**src/rtl/swp_pkg.sv**
```systemverilog
package swp_pkg;
  typedef enum logic [1:0] {
    PH_PREFIX = 2'd0,
    PH_OPEN   = 2'd1,
    PH_ARMED  = 2'd2
  } phase_e;

  localparam int unsigned SEQ_EN  = 0;
  localparam int unsigned SEQ_DIS = 1;
  localparam int unsigned NUM_SEQ = 2;
endpackage

```
**src/rtl/swp_seq_match.sv**
```systemverilog
module swp_seq_match #(
  parameter int unsigned ADDR_W = 15,
  parameter int unsigned DATA_W = 8,
  parameter int unsigned SEQ_LEN = 3,
  parameter int unsigned STEP_W = 2,
  parameter logic [SEQ_LEN*ADDR_W-1:0] ADDRS = '0,
  parameter logic [SEQ_LEN*DATA_W-1:0] DATAS = '0
) (
  input  logic [STEP_W-1:0] step,
  input  logic [ADDR_W-1:0] addr,
  input  logic [DATA_W-1:0] data,
  output logic              hit
);
  logic [SEQ_LEN-1:0] eq;

  for (genvar i = 0; i < SEQ_LEN; i++) begin : g_step
    assign eq[i] = (addr == ADDRS[i*ADDR_W +: ADDR_W]) &&
                   (data == DATAS[i*DATA_W +: DATA_W]);
  end

  always_comb begin
    hit = 1'b0;
    for (int i = 0; i < SEQ_LEN; i++)
      if (step == STEP_W'(i)) hit = eq[i];
  end
endmodule

```
**src/rtl/swp_cmd_ctrl.sv**
```systemverilog
module swp_cmd_ctrl
  import swp_pkg::*;
#(
  parameter int unsigned SEQ_LEN = 3,
  parameter int unsigned STEP_W = 2
) (
  input  logic               clk,
  input  logic               rst_n,
  input  logic               beat_fire,
  input  logic               period_end,
  input  logic [NUM_SEQ-1:0] hit,
  output logic [STEP_W-1:0]  step,
  output logic               is_cmd,
  output logic               armed,
  output logic               prot_on
);
  localparam logic [STEP_W-1:0] LAST = STEP_W'(SEQ_LEN - 1);

  phase_e             phase;
  logic [NUM_SEQ-1:0] alive;
  logic [NUM_SEQ-1:0] live_hit;
  logic               in_prefix;

  assign in_prefix = (phase == PH_PREFIX);
  assign live_hit  = hit & alive;
  assign is_cmd    = in_prefix && (|live_hit);
  assign armed     = (phase == PH_ARMED);

  always_ff @(posedge clk or negedge rst_n) begin
    if (!rst_n) begin
      phase   <= PH_PREFIX;
      step    <= '0;
      alive   <= '1;
      prot_on <= 1'b0;
    end else begin
      if (beat_fire) begin
        if (is_cmd) begin
          if (step == LAST) begin
            phase <= PH_ARMED;
            step  <= '0;
            if (live_hit[SEQ_DIS]) prot_on <= 1'b0;
            if (live_hit[SEQ_EN])  prot_on <= 1'b1;
          end else begin
            step  <= step + 1'b1;
            alive <= live_hit;
          end
        end else if (in_prefix) begin
          phase <= PH_OPEN;
          step  <= '0;
        end
      end
      if (period_end) begin
        phase <= PH_PREFIX;
        step  <= '0;
        alive <= '1;
      end
    end
  end

  assert_step_bound_R7: assert property (@(posedge clk) disable iff (!rst_n)
    step <= LAST);

  assert_prot_quiet_R10: assert property (@(posedge clk) disable iff (!rst_n)
    !beat_fire |=> $stable(prot_on));
endmodule

```
**src/rtl/swp_commit.sv**
```systemverilog
module swp_commit (
  input  logic clk,
  input  logic rst_n,
  input  logic beat_fire,
  input  logic period_end,
  input  logic keep_now,
  output logic commit_valid,
  output logic commit_keep
);
  logic seen;

  always_ff @(posedge clk or negedge rst_n) begin
    if (!rst_n) begin
      seen         <= 1'b0;
      commit_valid <= 1'b0;
      commit_keep  <= 1'b0;
    end else if (period_end) begin
      commit_valid <= seen || beat_fire;
      commit_keep  <= keep_now;
      seen         <= 1'b0;
    end else begin
      commit_valid <= 1'b0;
      if (beat_fire) seen <= 1'b1;
    end
  end

  assert_commit_timing_R9: assert property (@(posedge clk) disable iff (!rst_n)
    commit_valid |-> $past(period_end));
endmodule

```
**src/rtl/swp_gate.sv**
```systemverilog
module swp_gate
  import swp_pkg::*;
#(
  parameter int unsigned ADDR_W = 15,
  parameter int unsigned DATA_W = 8,
  parameter int unsigned SEQ_LEN = 3,
  parameter logic [SEQ_LEN*ADDR_W-1:0] EN_ADDRS  = {15'h5555, 15'h2AAA, 15'h5555},
  parameter logic [SEQ_LEN*DATA_W-1:0] EN_DATAS  = {8'hA0, 8'h55, 8'hAA},
  parameter logic [SEQ_LEN*ADDR_W-1:0] DIS_ADDRS = {15'h5555, 15'h2AAA, 15'h5555},
  parameter logic [SEQ_LEN*DATA_W-1:0] DIS_DATAS = {8'h20, 8'h55, 8'hAA}
) (
  input  logic              clk,
  input  logic              rst_n,
  input  logic              ld_valid,
  output logic              ld_ready,
  input  logic [ADDR_W-1:0] ld_addr,
  input  logic [DATA_W-1:0] ld_data,
  input  logic              period_end,
  output logic              fwd_valid,
  input  logic              fwd_ready,
  output logic [ADDR_W-1:0] fwd_addr,
  output logic [DATA_W-1:0] fwd_data,
  output logic              commit_valid,
  output logic              commit_keep,
  output logic              prot_on
);
  localparam int unsigned STEP_W = (SEQ_LEN > 1) ? $clog2(SEQ_LEN) : 1;

  logic [NUM_SEQ-1:0] hit;
  logic [STEP_W-1:0]  step;
  logic               is_cmd, armed, pass, beat_fire, keep_now;

  for (genvar s = 0; s < NUM_SEQ; s++) begin : g_seq
    swp_seq_match #(
      .ADDR_W(ADDR_W), .DATA_W(DATA_W), .SEQ_LEN(SEQ_LEN), .STEP_W(STEP_W),
      .ADDRS(s == SEQ_EN ? EN_ADDRS : DIS_ADDRS),
      .DATAS(s == SEQ_EN ? EN_DATAS : DIS_DATAS)
    ) u_match (
      .step(step), .addr(ld_addr), .data(ld_data), .hit(hit[s])
    );
  end

  swp_cmd_ctrl #(.SEQ_LEN(SEQ_LEN), .STEP_W(STEP_W)) u_ctrl (
    .clk(clk), .rst_n(rst_n), .beat_fire(beat_fire), .period_end(period_end),
    .hit(hit), .step(step), .is_cmd(is_cmd), .armed(armed), .prot_on(prot_on)
  );

  assign keep_now  = armed || !prot_on;
  assign pass      = !is_cmd && keep_now;
  assign fwd_valid = ld_valid && pass;
  assign ld_ready  = pass ? fwd_ready : 1'b1;
  assign fwd_addr  = ld_addr;
  assign fwd_data  = ld_data;
  assign beat_fire = ld_valid && ld_ready;

  swp_commit u_commit (
    .clk(clk), .rst_n(rst_n), .beat_fire(beat_fire), .period_end(period_end),
    .keep_now(keep_now), .commit_valid(commit_valid), .commit_keep(commit_keep)
  );

  assert_enable_by_cmd_R2: assert property (@(posedge clk) disable iff (!rst_n)
    $rose(prot_on) |-> $past(ld_valid && ld_ready && !fwd_valid));

  assert_disable_by_cmd_R6: assert property (@(posedge clk) disable iff (!rst_n)
    $fell(prot_on) |-> $past(ld_valid && ld_ready && !fwd_valid));

  assert_stall_R8: assert property (@(posedge clk) disable iff (!rst_n)
    (ld_valid && !ld_ready) |-> (fwd_valid && !fwd_ready));
endmodule

```
**config.mk**
```make
export PLATFORM = sky130hd
export DESIGN_NAME = swp_gate
export DESIGN_NICKNAME = d
export VERILOG_FILES = /design/src/rtl/swp_pkg.sv /design/src/rtl/swp_seq_match.sv /design/src/rtl/swp_cmd_ctrl.sv /design/src/rtl/swp_commit.sv /design/src/rtl/swp_gate.sv
export SDC_FILE = /design/constraint.sdc
export NUM_CORES = 1
export LEC_CHECK = 0
export BUFFER_PORTS_ARGS = -buffer_cell sky130_fd_sc_hd__buf_2
export CAP_MARGIN = 30
export CORE_MARGIN = 2
export CORE_UTILIZATION = 45
export DETAILED_ROUTE_END_ITERATION = 8
export GPL_ROUTABILITY_DRIVEN = 0
export HOLD_SLACK_MARGIN = 0.03
export MAX_ROUTING_LAYER = met4
export PLACE_DENSITY = 0.95
export SLEW_MARGIN = 20
export SYNTH_ARGS = -nofsm -noshare
export SYNTH_HDL_FRONTEND = slang
export SYNTH_SLANG_ARGS = --single-unit
```
**constraint.sdc**
```tcl
create_clock -name clk -period 6.15 [get_ports clk]
set_input_delay 0.9225 -clock clk [delete_from_list [all_inputs] [get_ports clk]]
set_output_delay 0.9225 -clock clk [all_outputs]
set_load 0.02 [all_outputs]
```
Word level (Yosys, flattened, before mapping)
Index checks and enable logic that the tools add are counted.
Widths: inputs -> output; s select.
{"block": "classes", "add_sub_neg": 1, "eq_ne": 11, "n_mux": 24, "n_bitwise": 1, "n_reduce_logical": 23}
{"cell": "$mux 2", "n": 14}
{"cell": "$eq 8x8->1 const B", "n": 2}
{"cell": "$eq 15x14->1 const B", "n": 1}
{"cell": "$eq 15x15->1 const B", "n": 1}
{"cell": "$mux 1", "n": 10}
{"cell": "$eq 8x6->1 const B", "n": 1}
{"cell": "$eq 8x7->1 const B", "n": 1}
{"cell": "$logic_and 1x1->1", "n": 8}
{"cell": "$reduce_and 3->1", "n": 2}
{"cell": "$reduce_bool 2->1", "n": 3}
{"cell": "$eq 2x2->1 const B", "n": 2}
{"cell": "$logic_not 2->1", "n": 2}
{"cell": "$reduce_and 4->1", "n": 1}
{"cell": "$ne 3x2->1 const B", "n": 1}
{"cell": "$reduce_bool 3->1", "n": 1}
{"cell": "$add 2x1->2 const B", "n": 1}
{"cell": "$and 2x2->2", "n": 1}
{"cell": "$eq 2x1->1 const B", "n": 1}
{"cell": "$logic_not 1->1", "n": 2}
{"cell": "$logic_or 1x1->1", "n": 2}
{"cell": "$ne 2x2->1 const B", "n": 1}
{"cell": "$reduce_and 2->1", "n": 1}
{"cell": "$reduce_or 2->1", "n": 1}
{"block": "word_totals", "ff_bits": 10, "in_bits": 28, "output_inout_bits": 28, "wordCells": 67}

Logic depth before layout (Yosys ltp)
{"block": "logic_depth", "word_depth": 14, "depth_mapped": 5, "mapped_depth_nobuf": 5}

Modules after synthesis
Synthesis repeated with hierarchy kept, for this count alone.
{"block": "unflattened", "cells_unflattened": 108, "hier_area_um2": 1026.0}
{"module": "swp_cmd_ctrl", "instances": 1, "cells_per_inst": 35, "area_per_inst_um2": 337.8, "seq_area_each_um2": 177.7}
{"module": "swp_gate", "instances": 1, "cells_per_inst": 28, "area_per_inst_um2": 214.0, "seq_area_each_um2": 0.0}
{"module": "swp_seq_match (g_seq[1].u_match)", "instances": 1, "cells_per_inst": 19, "area_per_inst_um2": 185.2, "seq_area_each_um2": 0.0}
{"module": "swp_seq_match (g_seq[0].u_match)", "instances": 1, "cells_per_inst": 20, "area_per_inst_um2": 181.4, "seq_area_each_um2": 0.0}
{"module": "swp_commit", "instances": 1, "cells_per_inst": 6, "area_per_inst_um2": 107.6, "seq_area_each_um2": 75.1}

Worst setup path after synthesis
Ideal clock, no wire load.
{"block": "synth_timing", "path_type": "input port to output port", "start": "input ld_addr[8]", "end": "output fwd_valid", "arrival_ps": 2565, "t_required_ps": 5227, "path_slack_ps": 2662, "stages": 5, "n_path_buf": 0, "cell_sequence": "or4b_1 -> or4_4 -> nor4_4 -> o21ai_2 -> and3_1"}
{"block": "synth_via", "elab_chain_cells": 11, "word_cells_on_any_way": 16, "cone_classes": "eq/ne: 2; mux: 4; bitwise: 1; reduce/logical: 9"}
{"item": "from (decl)", "line": "swp_gate.sv:16", "rtl": "input logic [ADDR_W-1:0] ld_addr,"}
{"item": "$eq 15x15->1", "line": "swp_seq_match.sv:17", "rtl": "assign eq[i] = (addr == ADDRS[i*ADDR_W +: ADDR_W]) &&"}
{"item": "$logic_and 1x1->1", "line": "swp_seq_match.sv:17"}
{"item": "$mux 1 (3 in series)", "line": "swp_seq_match.sv:24", "rtl": "if (step == STEP_W'(i)) hit = eq[i];"}
{"item": "$and 2x2->2 (*)", "line": "swp_cmd_ctrl.sv:25", "rtl": "assign live_hit = hit & alive;"}
{"item": "$reduce_or 2->1 (*)", "line": "swp_cmd_ctrl.sv:26", "rtl": "assign is_cmd = in_prefix && (|live_hit);"}
{"item": "$logic_and 1x1->1 (*)", "line": "swp_cmd_ctrl.sv:26"}
{"item": "$logic_not 1->1 (*)", "line": "swp_gate.sv:49", "rtl": "assign pass = !is_cmd && keep_now;"}
{"item": "$logic_and 1x1->1 (*)", "line": "swp_gate.sv:49"}
{"item": "$logic_and 1x1->1 (*)", "line": "swp_gate.sv:50", "rtl": "assign fwd_valid = ld_valid && pass;"}
{"item": "to (decl)", "line": "swp_gate.sv:19", "rtl": "output logic fwd_valid,"}
Every way passes the cells marked *; elsewhere a longest branch is shown, timed or not.

Worst setup path in the final report
Ends and elaborated chain as after synthesis.

==> qor.csv <==
metric;value;unit
root_buffer;clkbuf_4;
cts_setup_buffers;0;
clk_pin_slew_worst_paths;0.07;ns
synth_seq_area_share;0.286;
cts_sinks;10;
first_global_vias;771;
rrSetupSlack;4.23;ns
cp-endpoint;fwd_valid;
min-delay-path-class;input pin to async pin;
synth_ff_type;dfrtp_1;
cts_tree;built;
drt_iter0_markers;7;
synthArstFlopShare;1.00;
drcViolationCount;0;
worst_pin_slew;0.508;ns
nets;164;
slew_violations;0;
synth_edf_count;0;
r2r-end;u_commit.seen;
maxCapViolCount;0;
fin_tns_setup;0;ns
powerDensity;162;nW/um2
grt_pass1_wl;3210;um
start_util;0.464;
htreeDepth;1;
wirelength;1940;um
io_buffers;55;
whs;0.508;ns
hold_viol_final;0;
ctsResizeCount;0;
startpoint_type;input pin;
area_growth;19.1;%
grt_max_degree;13;
outcome;finished clean;
netlist-cell-type-count;35;
clockBufferDepth;2;
post-place-ws;2.39;ns
drive_above_1_share;0.511;
vias;847;
grt-ovfl-total;0;
fin_ws;2.38;ns
swShare;0.290;
rows;16;
synth_nets;128;
die_area;2330;um2
rsz0062_at_grt;no;
dp_hpwl;1620;um
syn_area;883;um2
crit_arrival;2.85;ns
vias_per_cell;5.23;
syn_inst;100;
reg2reg_depth;5;
cp-startpoint;ld_addr[8];
fill_cells;180;
die-width;48.3;um
diodes;0;
criticalPathCategory;input pin to primary output;
crit_path_end_kind;primary output;
cellLeakagePower;0.490;nW
p_sw;0.0000492;W
layout.cells.non_filler;162;
routedWlPerCell;12.0;um
cts_buffers;3;
boundaryPins;56;
fp.coreArea;1900;um2
hold_buffers;0;
die_h;48.3;um
slew_headroom;0.661;
synth-seq-cells;10;
placed_cells;158;
antenna_found_initial;0;
synthTopCellsByArea;dfrtp_1 23%, buf_4 20%, dfstp_2 5.9%, nor4bb_1 4.5%, o21ai_0 3.4%;
period_minus_slack;3.77;ns
internal-power;0.000121;W
track_usage;0.176;
yosysWarnings;0;
synth_top_cell_area_share;0.227;
setup_viol;0;
clock_power_share;0.341;
yosys.area.top_type;dfrtp_1;
antenna_left;0;
required;5.23;ns
fin_crit_sh;0.613;
seq_power_share;0.405;
path_max_fanout;5;
syn_area_per_cell;8.83;um2
max-vdd-ir-drop;0.000102;V
r2r_start;u_ctrl.step[1];
clock-skew-final;0.00450;ns
comb_power_share;0.255;
first_pass_iters;2;
fmax;0.265;GHz
clkLatencyLatePin;0.26;ns
state kept, by name, indices dropped and copies added (netlist names):
name / count
u_commit.commit_keep: 1
u_ctrl.alive: 2
u_commit.commit_valid: 1
u_ctrl.prot_on: 1
u_ctrl.step: 2
u_commit.seen: 1
u_ctrl.phase: 2
routing by layer:
metal | up-vias | GRT usage | wire length, um
li1 | 414 | - | -
met1 | 388 | 0.185 | 804
met2 | 45 | 0.326 | 957
met3 | 0 | 0.0340 | 180
met4 | 0 | 0.0619 | 0
met5 | - | - | 0
worst min-delay path by stage:
stage	start	endpoint	slack (ns)	cells past startpoint
2_1_floorplan	u_ctrl.phase[0]	u_ctrl.phase[0]	0.49	1
3_3_place_gp	u_ctrl.phase[0]	u_ctrl.phase[0]	0.50	1
3_5_place_dp	u_ctrl.phase[0]	u_ctrl.phase[0]	0.51	1
4_1_cts	rst_n	u_commit.seen	0.50	1
5_1_grt	rst_n	u_commit.commit_keep	0.51	1
6_report	rst_n	u_ctrl.phase[0]	0.51	1
Yosys cell counts, types with 2 or more instances:
library cell	number
dfrtp_1	8
nor2b_1	3
dfstp_2	2
o21ai_0	6
nand2_1	5
buf_4	23
nor3_1	2
nor3b_1	2
o21ai_2	2
nor4b_1	2
a211oi_2	2
nor4bb_1	4
nand3b_1	3
nand4_1	2
or3_1	2
a21oi_1	4
nor2_1	5
nor4_1	3
or2_2	2
nand2b_1	2
inv_1	2
critical path: stages:
cell	delay [ns]
buf_2	0.10
or4b_1	0.51
or4_4	0.46
nor4_4	0.36
o21ai_2	0.13
and3_1	0.20
buf_2	0.15
cells by family after synthesis:
| group | share of synthesized area |
|---|---|
| flip-flops | 0.286 |
| AO/OA/AOI/OAI | 0.133 |
| AND/OR/NAND/NOR | 0.361 |
| buffers and inverters | 0.208 |
| multiplexers | 0.0113 |
power by group through the flow:
stage	clock (W)	sequential (W)	combinational (W)
final	0.0000580	0.0000688	0.0000433
after global routing	0.0000652	0.0000690	0.0000466
after CTS	0.0000613	0.0000688	0.0000437
after detailed placement	0	0.0000700	0.0000435
after global placement	0	0.0000699	0.0000422
after floorplan	0	0.0000710	0.0000306
final cells by class:
class | count | area [um2] | area share
repair buffers | 55 | 275 | 0.262
inverters | 2 | 7.51 | 0.00713
multi-input cells | 64 | 447 | 0.424
well taps | 27 | 33.8 | 0.0321
flip-flops and latches | 10 | 253 | 0.240
clock buffers | 4 | 36.3 | 0.0345
layout by cell type, fill, tap and decap left out, drive strengths merged, types with 3 or more instances in the layout:
| cell type | Yosys | routed |
|---|---|---|
| a21oi | 4 | 4 |
| buf | 23 | 55 |
| clkbuf | 1 | 4 |
| dfrtp | 8 | 8 |
| nand2 | 5 | 5 |
| nand3b | 3 | 3 |
| nor2 | 5 | 5 |
| nor2b | 3 | 3 |
| nor4 | 4 | 4 |
| nor4bb | 4 | 4 |
| o21ai | 8 | 8 |
through the flow:
step                      utilization  area [um2]  power, W
final                           0.553        1050  0.000170
after global routing            0.553        1050  0.000181
after CTS                       0.553        1050  0.000174
after detailed placement        0.534        1020  0.000114
after global placement          0.534        1020  0.000112
after floorplan                     -         883  0.000102
(Power assumes the default switching activity.)
